--- config.mk ---
export PLATFORM = sky130hd
export DESIGN_NAME = rmii_rx_decoder
export DESIGN_NICKNAME = d
export VERILOG_FILES = /design/src/rtl/rmii_rx_pkg.sv /design/src/rtl/rmii_rx_tick.sv /design/src/rtl/rmii_rx_fsm.sv /design/src/rtl/rmii_rx_pack.sv /design/src/rtl/rmii_rx_decoder.sv
export SDC_FILE = /design/constraint.sdc
export NUM_CORES = 1
export LEC_CHECK = 0
export BUFFER_PORTS_ARGS = -buffer_cell sky130_fd_sc_hd__buf_2
export CAP_MARGIN = 30
export CORE_ASPECT_RATIO = 0.75
export CORE_MARGIN = 2
export CORE_UTILIZATION = 55
export CTS_CLUSTER_DIAMETER = 150
export DETAILED_ROUTE_END_ITERATION = 7
export GPL_TIMING_DRIVEN = 0
export HOLD_SLACK_MARGIN = 0.06
export MAX_ROUTING_LAYER = met4
export PLACE_DENSITY = 0.76
export SLEW_MARGIN = 25
export SYNTH_ARGS = -nofsm -noshare
export SYNTH_HDL_FRONTEND = slang
export SYNTH_SLANG_ARGS = --single-unit
--- constraint.sdc ---
create_clock -name clk -period 3.6 [get_ports clk]
set_clock_uncertainty 0.05 [all_clocks]
set_input_delay 0.54 -clock clk [delete_from_list [all_inputs] [get_ports clk]]
set_output_delay 0.54 -clock clk [all_outputs]
set_load 0.005 [all_outputs]
--- src/rtl/rmii_rx_pkg.sv ---
package rmii_rx_pkg;
  typedef enum logic [1:0] {
    ST_IDLE = 2'd0,
    ST_HUNT = 2'd1,
    ST_DATA = 2'd2
  } rx_state_e;

  localparam logic [1:0] ALIGN_DIBIT = 2'b01;
endpackage

--- src/rtl/rmii_rx_tick.sv ---
module rmii_rx_tick #(
  parameter int SLOW_DIV = 10
) (
  input  logic clk,
  input  logic rst,
  input  logic speed_10,
  input  logic idle,
  input  logic crs_dv,
  output logic tick
);
  localparam int CW = (SLOW_DIV > 1) ? $clog2(SLOW_DIV) : 1;

  logic [CW-1:0] cnt;

  always_comb begin
    if (!speed_10)  tick = 1'b1;
    else if (idle)  tick = crs_dv;
    else            tick = (cnt == '0);
  end

  always_ff @(posedge clk) begin
    if (rst)                         cnt <= '0;
    else if (idle)                   cnt <= crs_dv ? CW'(1) : '0;
    else if (cnt == CW'(SLOW_DIV-1)) cnt <= '0;
    else                             cnt <= cnt + CW'(1);
  end

  // in slow mode two samples are never on adjacent clocks once a frame runs
  a_r7_slow_spacing: assert property (@(posedge clk) disable iff (rst)
    (speed_10 && $past(speed_10) && !idle && $past(!idle) && tick) |-> !$past(tick));
endmodule

--- src/rtl/rmii_rx_fsm.sv ---
module rmii_rx_fsm
  import rmii_rx_pkg::*;
#(
  parameter int PW = 2
) (
  input  logic          clk,
  input  logic          rst,
  input  logic          tick,
  input  logic          crs_dv,
  input  logic [1:0]    rxd,
  output logic          idle,
  output logic [PW-1:0] pos,
  output logic          ev_start,
  output logic          ev_first,
  output logic          ev_pair,
  output logic          carrier_sense,
  output logic          data_valid
);
  rx_state_e state;
  logic      first_crs;
  logic      ev_open;
  logic      ev_drop;
  logic      ev_end;

  always_comb begin
    idle     = (state == ST_IDLE);
    ev_start = tick && crs_dv && (rxd == ALIGN_DIBIT) && (state != ST_DATA);
    ev_open  = tick && crs_dv && idle;
    ev_drop  = tick && !crs_dv && (state == ST_HUNT);
    ev_first = tick && (state == ST_DATA) && !pos[0];
    ev_pair  = tick && (state == ST_DATA) && pos[0] && (crs_dv || first_crs);
    ev_end   = tick && (state == ST_DATA) && pos[0] && !crs_dv && !first_crs;
  end

  always_ff @(posedge clk) begin
    if (rst) begin
      state         <= ST_IDLE;
      pos           <= '0;
      first_crs     <= 1'b0;
      carrier_sense <= 1'b0;
      data_valid    <= 1'b0;
    end else if (ev_start) begin
      state         <= ST_DATA;
      pos           <= PW'(1);
      first_crs     <= 1'b1;
      carrier_sense <= 1'b1;
      data_valid    <= 1'b1;
    end else if (ev_open) begin
      state         <= ST_HUNT;
      carrier_sense <= 1'b1;
    end else if (ev_drop) begin
      state         <= ST_IDLE;
      carrier_sense <= 1'b0;
    end else if (ev_first) begin
      first_crs     <= crs_dv;
      carrier_sense <= crs_dv;
      pos           <= pos + PW'(1);
    end else if (ev_pair) begin
      pos           <= pos + PW'(1);
    end else if (ev_end) begin
      state         <= ST_IDLE;
      pos           <= '0;
      carrier_sense <= 1'b0;
      data_valid    <= 1'b0;
    end
  end

  // data-valid only opens while carrier is up
  a_r9_dv_needs_cs: assert property (@(posedge clk) disable iff (rst)
    $rose(data_valid) |-> carrier_sense);

  // when data-valid ends, carrier is already down
  a_r6_end_without_cs: assert property (@(posedge clk) disable iff (rst)
    $fell(data_valid) |-> !carrier_sense);

  // carrier can only come back on a first di-bit sample
  a_r4_cs_on_first: assert property (@(posedge clk) disable iff (rst)
    ($rose(carrier_sense) && $past(state == ST_DATA)) |-> $past(ev_first));
endmodule

--- src/rtl/rmii_rx_pack.sv ---
module rmii_rx_pack #(
  parameter int BYTE_W = 8,
  parameter int PW     = 2
) (
  input  logic              clk,
  input  logic              rst,
  input  logic [1:0]        rxd,
  input  logic [PW-1:0]     pos,
  input  logic              ev_start,
  input  logic              ev_first,
  input  logic              ev_pair,
  output logic [BYTE_W-1:0] rx_byte,
  output logic              rx_byte_vld
);
  localparam int NDIB = BYTE_W / 2;

  logic [BYTE_W-1:0] shadow;
  logic              last_dibit;

  function automatic logic [BYTE_W-1:0] put_dibit(input logic [BYTE_W-1:0] b,
                                                  input logic [PW-1:0] p,
                                                  input logic [1:0] d);
    logic [BYTE_W-1:0] r;
    r = b;
    r[2*p +: 2] = d;
    return r;
  endfunction

  assign last_dibit = (pos == PW'(NDIB-1));

  always_ff @(posedge clk) begin
    if (rst) begin
      shadow      <= '0;
      rx_byte     <= '0;
      rx_byte_vld <= 1'b0;
    end else begin
      rx_byte_vld <= 1'b0;
      if (ev_start) begin
        shadow <= put_dibit('0, '0, rxd);
      end else if (ev_first || (ev_pair && !last_dibit)) begin
        shadow <= put_dibit(shadow, pos, rxd);
      end else if (ev_pair) begin
        rx_byte     <= put_dibit(shadow, pos, rxd);
        rx_byte_vld <= 1'b1;
      end
    end
  end

  // a byte strobe is always a single clock wide
  a_r2_strobe_single: assert property (@(posedge clk) disable iff (rst)
    rx_byte_vld |=> !rx_byte_vld);
endmodule

--- src/rtl/rmii_rx_decoder.sv ---
module rmii_rx_decoder #(
  parameter int BYTE_W   = 8,
  parameter int SLOW_DIV = 10
) (
  input  logic              clk,
  input  logic              rst,
  input  logic              speed_10,
  input  logic              crs_dv,
  input  logic [1:0]        rxd,
  output logic [BYTE_W-1:0] rx_byte,
  output logic              rx_byte_vld,
  output logic              carrier_sense,
  output logic              data_valid
);
  localparam int NDIB = BYTE_W / 2;
  localparam int PW   = (NDIB > 1) ? $clog2(NDIB) : 1;

  logic          tick;
  logic          idle;
  logic [PW-1:0] pos;
  logic          ev_start;
  logic          ev_first;
  logic          ev_pair;

  rmii_rx_tick #(.SLOW_DIV(SLOW_DIV)) u_tick (
    .clk(clk), .rst(rst), .speed_10(speed_10), .idle(idle),
    .crs_dv(crs_dv), .tick(tick)
  );

  rmii_rx_fsm #(.PW(PW)) u_fsm (
    .clk(clk), .rst(rst), .tick(tick), .crs_dv(crs_dv), .rxd(rxd),
    .idle(idle), .pos(pos), .ev_start(ev_start), .ev_first(ev_first),
    .ev_pair(ev_pair), .carrier_sense(carrier_sense), .data_valid(data_valid)
  );

  rmii_rx_pack #(.BYTE_W(BYTE_W), .PW(PW)) u_pack (
    .clk(clk), .rst(rst), .rxd(rxd), .pos(pos), .ev_start(ev_start),
    .ev_first(ev_first), .ev_pair(ev_pair), .rx_byte(rx_byte),
    .rx_byte_vld(rx_byte_vld)
  );

  // reset leaves every flag low on the following clock
  a_r1_reset_clears: assert property (@(posedge clk)
    rst |=> (!carrier_sense && !data_valid && !rx_byte_vld));

  // bytes only appear inside a valid-data window
  a_r2_strobe_in_frame: assert property (@(posedge clk) disable iff (rst)
    rx_byte_vld |-> data_valid);

  // carrier cannot appear from idle without the line being high
  a_r8_idle_needs_line: assert property (@(posedge clk) disable iff (rst)
    ($rose(carrier_sense) && !$past(data_valid)) |-> $past(crs_dv));
endmodule

==> flow_summary.json, run 1 <==
{
  "synth_area_sq_um": 1480,
  "slew_headroom_pct": 57.7,
  "rrSetupSlack_ns": 1.18,
  "cts_sinks": 28,
  "outcome": "completed",
  "via_per_inst": 5.70,
  "fin_tns_setup_ns": 0,
  "hold_path_class": "flop to flop",
  "r2r-end": "u_pack.shadow[4]$_SDFFE_PP0P_",
  "fin_crit_ns": 2.42,
  "ys.flop_type": "dfxtp_1",
  "clk_latency_ns": 0.33,
  "htree_levels": 1,
  "crit_type": "flop to flop",
  "synth_warnings": 0,
  "num_vias": 1231,
  "ctsLongestPathBuffers": 2,
  "synthTopCellsByArea": "dfxtp_1, ha_1, a21oi_1",
  "numPortBuffers": 13,
  "min_from": "u_pack.rx_byte[1]$_SDFFE_PP0P_",
  "nets": 196,
  "synth_cell_type_count": 43,
  "layout-drive-gt1-share_pct": 16.7,
  "drv_slew": 0,
  "post_cts_buffers": 0,
  "ys_seq_area_share_pct": 37.8,
  "hpwl_mm": 2.42,
  "hold_buffers": 0,
  "grt_pass1_vias": 1125,
  "wirelength_mm": 3.12,
  "synthMostInstantiatedCell": "dfxtp_1",
  "clk_pin_slew_worst_paths_ns": 0.15,
  "r2r_cells": 7,
  "yosysTopAreaCell": "dfxtp_1",
  "fin_crit_sh_pct": 67.2,
  "cts_buffers": 3,
  "min_path_cells": 2,
  "io_pins": 17,
  "synth.net_count": 178,
  "worst_ir_drop_vdd_uv": 301,
  "worstPathRequired_ns": 3.81,
  "yosysTopAreaCellShare_pct": 37.8,
  "ant_nets": 0,
  "startpoint": "u_fsm.pos[0]$_SDFFE_PP0P_",
  "core.rowCount": 16,
  "netlist_instances": 163,
  "first_iter_violations": 70,
  "synth_commonest_cells": "dfxtp_1, a21oi_1, nor2_1",
  "reg2reg_from": "u_fsm.pos[0]$_SDFFE_PP0P_",
  "cts_tree": "yes",
  "holdWs_ns": 0.457,
  "start_util_pct": 57.4,
  "worst_slew_pin_slew_ns": 0.629,
  "antenna_found_initial": 0,
  "syn_area_per_cell_sq_um": 9.10,
  "cp_max_fo": 10,
  "root_buffer": "clkbuf_4",
  "finalHoldViolations": 0,
  "power_density_nw_per_um2": 358,
  "syn_to_final_growth_pct": 9.87,
  "dieArea_sq_um": 3130,
  "cap_violations": 0,
  "grt_first_pass_wirelength_mm": 5.20,
  "cts_resized": 0,
  "drt_pre_antenna_iters": 4,
  "synth-seq-cells": 28,
  "hold_path_end": "u_pack.rx_byte[1]$_SDFFE_PP0P_",
  "drc": 0,
  "die_h_um": 49.0,
  "die_w_um": 64.0,
  "synth_edf_count": 0,
  "async_flop_share_pct": 0,
  "coreArea_sq_um": 2580,
  "cp_data_arrival_time_ns": 2.63,
  "wl_per_cell_um": 14.4,
  "grt_overflow": 0,
  "setup_viol": 0,
  "gp_congestion": 0.949,
  "power_leakage_uw": 0.000615,
  "cp-start-kind": "flop",
  "end_kind": "flop",
  "grt_max_degree": 16,
  "grt_usage_pct": 22.1,
  "fin_util_pct": 63.1,
  "rsz0062_at_grt": "no",
  "antenna_cells": 0,
  "max_freq_mhz": 413
}
-- critical path, stage by stage (launching register included) --
cell and delay [ns]:
dfxtp_1 0.48, clkbuf_1 0.36, inv_1 0.20, ha_1 0.41, inv_1 0.11, nor4b_1 0.31, mux2i_1 0.16, a211oi_1 0.26
-- layer usage --
metal	track usage, %	part of all wire [%]
met5	-	0
met4	2.54	0.42
met3	5.77	5.2
met2	33.5	44
met1	30.7	50
-- power by group --
part,internal [uW],switching [uW]
Sequential,321,9.96
Combinational,36.7,58.3
Clock,62.0,94.3
Total,420,162
-- sequential cells by signal (all words and copies together), names as in the netlist --
register,flops
u_fsm.pos,2
u_pack.shadow,8
u_pack.rx_byte_vld,1
u_fsm.carrier_sense,1
u_fsm.first_crs,1
u_fsm.state,2
u_fsm.data_valid,1
u_pack.rx_byte,8
u_tick.cnt,4
-- how the worst max path moves through the flow --
stage / slack, ns / end / depth (start not counted)
global placement: 1.28 / u_pack.shadow[4]$_SDFFE_PP0P_ / 7
floorplan: 1.63 / u_pack.shadow[4]$_SDFFE_PP0P_ / 7
CTS: 1.18 / u_pack.shadow[4]$_SDFFE_PP0P_ / 7
finish: 1.18 / u_pack.shadow[4]$_SDFFE_PP0P_ / 7
detailed placement: 1.22 / u_pack.shadow[4]$_SDFFE_PP0P_ / 7
global route: 0.95 / u_pack.shadow[4]$_SDFFE_PP0P_ / 7
-- cell type report --
| cell class | instances | area, sq um |
|---|---|---|
| Sequential cell | 28 | 561 |
| Inverter | 13 | 48.8 |
| Clock buffer | 4 | 36.3 |
| Fill cell | 233 | 953 |
| Multi-Input combinational cell | 113 | 816 |
| Tap cell | 36 | 45.0 |
| Buffer | 9 | 57.6 |
| Timing Repair Buffer | 13 | 65.1 |
-- per-stage QoR --
step	setup WS, ns	cell area, sq um	total power (uW)	std cells
after floorplan	1.63	1480	408	163
after global placement	1.28	1590	427	212
after detailed placement	1.22	1590	432	212
after CTS	1.18	1630	581	216
after global routing	0.954	1630	606	216
final	1.18	1630	582	216
-- logic make-up after synthesis --
logic type	synth area share, %
AOI/OAI and AO/OA	24.6
xor gates and xnor gates	1.18
adders and majority gates	7.60
buffers and inverters	7.17
DFF	37.8
muxes	4.73
and+or+nand+nor	17.0
-- cell usage in the layout, fill, tap and decap left out, types with 2 or more instances in the layout --
| cell | n |
|---|---|
| buf_6 | 2 |
| a21oi_1 | 18 |
| dfxtp_1 | 28 |
| clkbuf_1 | 4 |
| a2111oi_0 | 2 |
| o21ai_0 | 2 |
| a211oi_1 | 10 |
| nor4b_1 | 3 |
| o22ai_1 | 2 |
| nor3_1 | 5 |
| buf_4 | 2 |
| nor2b_1 | 4 |
| a31oi_1 | 2 |
| mux2i_1 | 7 |
| ha_1 | 9 |
| nor2_1 | 18 |
| clkbuf_4 | 3 |
| nor3b_1 | 2 |
| inv_1 | 13 |
| buf_2 | 14 |
| nand2_1 | 4 |
| a211oi_2 | 3 |
No activity file was read; power rests on OpenSTA's default activity.
==> run 2: changes to the inputs <==
==> constraint.sdc (replaced) <==
create_clock -name clk -period 2.5 [get_ports clk]
set_clock_uncertainty 0.05 [all_clocks]
set_input_delay 0.375 -clock clk [delete_from_list [all_inputs] [get_ports clk]]
set_output_delay 0.375 -clock clk [all_outputs]
set_load 0.005 [all_outputs]
==> run 2 against run 1 <==
Net effect: clock power grew 42%; highest routed layer unchanged; sequential share of layout area is essentially flat; fmax grew 7.5%; sequential power grew 44%; cell count is the same; clock-buffer cell count is the same.
==> flow_summary.json, run 2 (same netlist as run 1, synthesis figures left out) <==
{
  "crit_type": "flop to flop",
  "cts_sinks": 28,
  "wl_met1_mm": 1.50,
  "root_buffer": "clkbuf_4",
  "switching_power_uw": 231,
  "max_freq_mhz": 444,
  "cp_max_fo": 10,
  "core.rowCount": 16,
  "ant_nets": 0,
  "p_comb_share_pct": 16.4,
  "hold_path_class": "input port to flop",
  "min_path_cells": 2,
  "syn_to_final_growth_pct": 9.96,
  "hpwl_mm": 2.42,
  "p_int_uw": 605,
  "antenna_found_initial": 0,
  "min_from": "rst",
  "gp_congestion": 0.949,
  "drc": 0,
  "r2r_cells": 7,
  "max_stage_delay_ns": 0.48,
  "rrSetupSlack_ns": 0.25,
  "end_kind": "flop",
  "nets": 196,
  "grt_overflow": 0,
  "largestRegisters": "u_pack.rx_byte (8), u_pack.shadow (8), u_tick.cnt (4)",
  "clk_latency_ns": 0.33,
  "switching_share_pct": 27.6,
  "antenna_cells": 0,
  "dr_wl_met3_um": 233,
  "outcome": "completed",
  "fin_crit_sh_pct": 90.0,
  "start_util_pct": 57.4,
  "cts_buffers": 3,
  "reg2reg_from": "u_fsm.pos[0]$_SDFFE_PP0P_",
  "clockPowerShare_pct": 26.6,
  "highest_layer": "met4",
  "seq_power_share_pct": 57.0,
  "drv_slew": 0,
  "worst_ir_drop_vdd_uv": 431,
  "clk_pin_slew_worst_paths_ns": 0.15,
  "slew_headroom_pct": 57.2,
  "htree_levels": 1,
  "num_vias": 1231,
  "rsz0062_at_grt": "no",
  "die_h_um": 49.0,
  "fin_tns_setup_ns": 0,
  "io_pins": 17,
  "power_density_nw_per_um2": 513,
  "cp_data_arrival_time_ns": 2.46,
  "power_leakage_uw": 0.000618,
  "grt_max_degree": 16,
  "final_cell_mix": "dfxtp_1, a21oi_1, nor2_1, buf_2, inv_1",
  "worst_slew_pin_slew_ns": 0.636,
  "numPortBuffers": 13,
  "grt_first_pass_wirelength_mm": 5.20,
  "setup_viol": 0,
  "cap_violations": 0,
  "multi_input_area_sq_um": 816,
  "coreArea_sq_um": 2580,
  "grt_usage_pct": 22.1,
  "hold_buffers": 0,
  "finalHoldViolations": 0,
  "regArea_sq_um": 561,
  "layout-drive-gt1-share_pct": 17.2,
  "cp_slowest_cell": "dfxtp_1",
  "wl_met2_mm": 1.39,
  "ctsLongestPathBuffers": 2,
  "r2r-end": "u_pack.shadow[4]$_SDFFE_PP0P_",
  "cp-start-kind": "flop",
  "wl_per_cell_um": 14.5,
  "drt_pre_antenna_iters": 4,
  "fin_util_pct": 63.1,
  "cts_tree": "yes",
  "wirelength_mm": 3.13,
  "startpoint": "u_fsm.pos[0]$_SDFFE_PP0P_",
  "fin_crit_ns": 2.25,
  "worstPathRequired_ns": 2.71,
  "first_iter_violations": 80,
  "n_fill_cell": 232,
  "crit_path_frequent_cell": "inv_1",
  "via_per_inst": 5.70,
  "path_cells": "clkbuf_2 -> inv_1 -> ha_1 -> inv_1 -> nor4b_1 -> mux2i_1 -> a211oi_1",
  "hold_path_end": "u_pack.rx_byte[0]$_SDFFE_PP0P_",
  "die_w_um": 64.0,
  "grt_pass1_vias": 1125,
  "dieArea_sq_um": 3130,
  "layout_commonest_cell": "dfxtp_1"
}
[run 2: what timing repair did]
item                                    4_1_cts  5_1_grt
hold endpoints to repair                      0        0
endpoints found under the setup margin        0        5
buffers inserted                              0        0
resized for setup                             0        2
[run 2: critical path: cells and delay by family (launching register included)]
kind                       cells  cell delay [ns]
AOI/OAI and AO/OA              1             0.26
adders and majority gates      1             0.40
buffers and inverters          3             0.51
DFF                            1             0.48
muxes                          1             0.16
and+or+nand+nor                1             0.31
[run 2: layout make-up]
type | instances | area share (%)
buffer | 9 | 3.61
multi-input combinational | 113 | 50.0
timing repair buffer | 13 | 3.99
tap | 36 | 2.76
clock buffer | 4 | 2.23
inverter | 13 | 2.99
sequential | 28 | 34.4
[run 2: per-stage QoR]
| step | total power (uW) | cells | hold WS [ns] | cell area (sq um) | worst slack, ns |
|---|---|---|---|---|---|
| 6_report | 836 | 216 | 0.337 | 1630 | 0.249 |
| 5_1_grt | 873 | 216 | 0.357 | 1630 | 0.0452 |
| 4_1_cts | 837 | 216 | 0.351 | 1630 | 0.0767 |
| 3_5_place_dp | 622 | 212 | 0.435 | 1590 | 0.122 |
| 3_3_place_gp | 615 | 212 | 0.416 | 1590 | 0.183 |
| 2_1_floorplan | 587 | 163 | 0.412 | 1480 | 0.529 |
[run 2: power groups by stage]
stage / Combinational (uW) / Sequential, uW / Clock [uW]
floorplan: 104 / 483 / 0
global placement: 130 / 485 / 0
detailed placement: 136 / 486 / 0
CTS: 136 / 477 / 224
global route: 152 / 480 / 241
finish: 137 / 477 / 222
[run 2: worst max-delay path by stage]
| stage | end | slack, ns | cells past startpoint |
|---|---|---|---|
| 4_1_cts | u_pack.shadow[4]$_SDFFE_PP0P_ | 0.08 | 7 |
| 3_3_place_gp | u_pack.shadow[4]$_SDFFE_PP0P_ | 0.18 | 7 |
| 2_1_floorplan | u_pack.shadow[4]$_SDFFE_PP0P_ | 0.53 | 7 |
| 5_1_grt | u_pack.shadow[4]$_SDFFE_PP0P_ | 0.05 | 7 |
| 3_5_place_dp | u_pack.shadow[4]$_SDFFE_PP0P_ | 0.12 | 7 |
| 6_report | u_pack.shadow[4]$_SDFFE_PP0P_ | 0.25 | 7 |
[run 2: per-layer routing]
layer | GRT usage (%) | vias to the layer above
met5 | - | -
met2 | 33.5 | 44
li1 | - | 622
met3 | 5.77 | 2
met4 | 2.54 | 0
met1 | 30.7 | 563
==> run 3: changes to the inputs <==
--- a/config.mk
+++ b/config.mk
@@ -16,6 +16,7 @@
 export HOLD_SLACK_MARGIN = 0.06
 export MAX_ROUTING_LAYER = met4
 export PLACE_DENSITY = 0.76
+export RECOVER_POWER = 100
 export SLEW_MARGIN = 25
 export SYNTH_ARGS = -nofsm -noshare
 export SYNTH_HDL_FRONTEND = slang
==> run 3 against run 2 <==
Net effect: cell count unchanged; cell area fell by 1.8%; combinational power decreased by 4%; critical path type unchanged; highest routed layer unchanged.
==> flow_summary.json, run 3 (same netlist as run 1, synthesis figures left out) <==
{
  "nets": 196,
  "layout_commonest_cell": "dfxtp_1",
  "end_kind": "flop",
  "rsz0062_at_grt": "no",
  "startpoint": "u_tick.cnt[0]$_SDFF_PP0_",
  "grt_first_pass_wirelength_mm": 5.20,
  "grt_max_degree": 16,
  "num_vias": 1212,
  "die_h_um": 49.0,
  "grt_overflow": 0,
  "root_buffer": "clkbuf_4",
  "ctsLongestPathBuffers": 2,
  "power_leakage_uw": 0.000585,
  "hold_buffers": 0,
  "outcome": "completed",
  "slew_headroom_pct": 56.5,
  "final_cell_mix": "dfxtp_1, a21oi_1, nor2_1, inv_1, a211oi_1",
  "crit_type": "flop to flop",
  "first_iter_violations": 80,
  "clk_pin_slew_worst_paths_ns": 0.14,
  "grt_pass1_vias": 1125,
  "hpwl_mm": 2.42,
  "r2r_cells": 8,
  "finalHoldViolations": 0,
  "cp_data_arrival_time_ns": 2.47,
  "regArea_sq_um": 561,
  "drv_slew": 0,
  "fin_tns_setup_ns": 0,
  "numPortBuffers": 13,
  "largestRegisters": "u_pack.rx_byte (8), u_pack.shadow (8), u_tick.cnt (4)",
  "ant_nets": 0,
  "cts_resized": 0,
  "cts_buffers": 3,
  "worst_slew_pin_slew_ns": 0.646,
  "multi_input_area_sq_um": 806,
  "gp_congestion": 0.949,
  "coreArea_sq_um": 2580,
  "antenna_cells": 0,
  "cts_sinks": 28,
  "io_pins": 17,
  "wirelength_mm": 3.12,
  "die_w_um": 64.0,
  "start_util_pct": 57.4,
  "htree_levels": 1,
  "fin_util_pct": 62.0,
  "n_fill_cell": 236,
  "min_path_cells": 2,
  "power_density_nw_per_um2": 519,
  "cts_tree": "yes",
  "hold_path_end": "u_pack.rx_byte[0]$_SDFFE_PP0P_",
  "reg2reg_from": "u_tick.cnt[0]$_SDFF_PP0_",
  "core.rowCount": 16,
  "syn_to_final_growth_pct": 7.93,
  "cp_max_fo": 9,
  "worst_ir_drop_vdd_uv": 429,
  "fin_crit_sh_pct": 92.6,
  "via_per_inst": 5.61,
  "wl_per_cell_um": 14.5,
  "hold_path_class": "input port to flop",
  "setup_viol": 0,
  "r2r-end": "u_pack.shadow[1]$_SDFFE_PP0P_",
  "placed_cell_area_sq_um": 1590,
  "max_freq_mhz": 432,
  "rrSetupSlack_ns": 0.18,
  "fin_crit_ns": 2.32,
  "pre_cts_slack_ns": 0.122,
  "drc": 0,
  "worst_slack_ns": 0.184,
  "final_area_sq_um": 1600,
  "dieArea_sq_um": 3130,
  "post_cts_buffers": 0,
  "worstPathRequired_ns": 2.66,
  "clk_latency_ns": 0.33,
  "cap_violations": 0,
  "cp-start-kind": "flop",
  "layout-drive-gt1-share_pct": 12.2,
  "min_from": "rst",
  "drt_pre_antenna_iters": 4,
  "antenna_found_initial": 0,
  "grt_usage_pct": 22.1
}
[run 3: cell types whose count changed in the layout (fill, tap and decap cells not counted), sizes merged]
cell	change
clkbuf	+9
buf	-9
[run 3: cell type report]
| cell class | instances | share of cell area, % |
|---|---|---|
| buffer | 9 | 2.89 |
| clock buffer | 4 | 2.27 |
| inverter | 13 | 3.05 |
| multi-input combinational | 113 | 50.4 |
| sequential | 28 | 35.0 |
| tap | 36 | 2.81 |
| timing repair buffer | 13 | 3.60 |
[run 3: how the worst max path moves through the flow]
stage / endpoint / slack [ns] / depth (start not counted)
finish: u_pack.shadow[1]$_SDFFE_PP0P_ / 0.18 / 8
global route: u_pack.rx_byte[3]$_SDFFE_PP0P_ / 0.04 / 8
CTS: u_pack.shadow[4]$_SDFFE_PP0P_ / 0.08 / 7
detailed placement: u_pack.shadow[4]$_SDFFE_PP0P_ / 0.12 / 7
global placement: u_pack.shadow[4]$_SDFFE_PP0P_ / 0.18 / 7
floorplan: u_pack.shadow[4]$_SDFFE_PP0P_ / 0.53 / 7
[run 3: report_power, final]
group / internal [uW] / total [uW] / switching, uW
Clock: 89.3 / 222 / 133
Combinational: 48.7 / 131 / 82.6
Sequential: 463 / 477 / 14.3
Total: 600 / 830 / 230
[run 3: worst max-delay path, cell delays in order (launching register included)]
cell and delay (ns):
dfxtp_1 0.38, inv_1 0.08, ha_1 0.15, or3b_1 0.35, clkbuf_1 0.23, a311oi_4 0.48
or2_2 0.18, clkbuf_2 0.22, a211oi_1 0.07
[run 3: per-stage QoR]
| stage | hold slack (ns) | cells | power [uW] |
|---|---|---|---|
| global route | 0.357 | 216 | 866 |
| finish | 0.336 | 216 | 830 |
| detailed placement | 0.435 | 212 | 622 |
| CTS | 0.351 | 216 | 837 |
| floorplan | 0.412 | 163 | 587 |
| global placement | 0.416 | 212 | 615 |
[run 3: routing by layer]
metal / global-route usage, % / up-vias / wire, um
met2: 33.5 / 37 / 1410
met5: - / - / 0
met3: 5.77 / 2 / 218
met1: 30.7 / 552 / 1480
li1: - / 621 / -
met4: 2.54 / 0 / 13
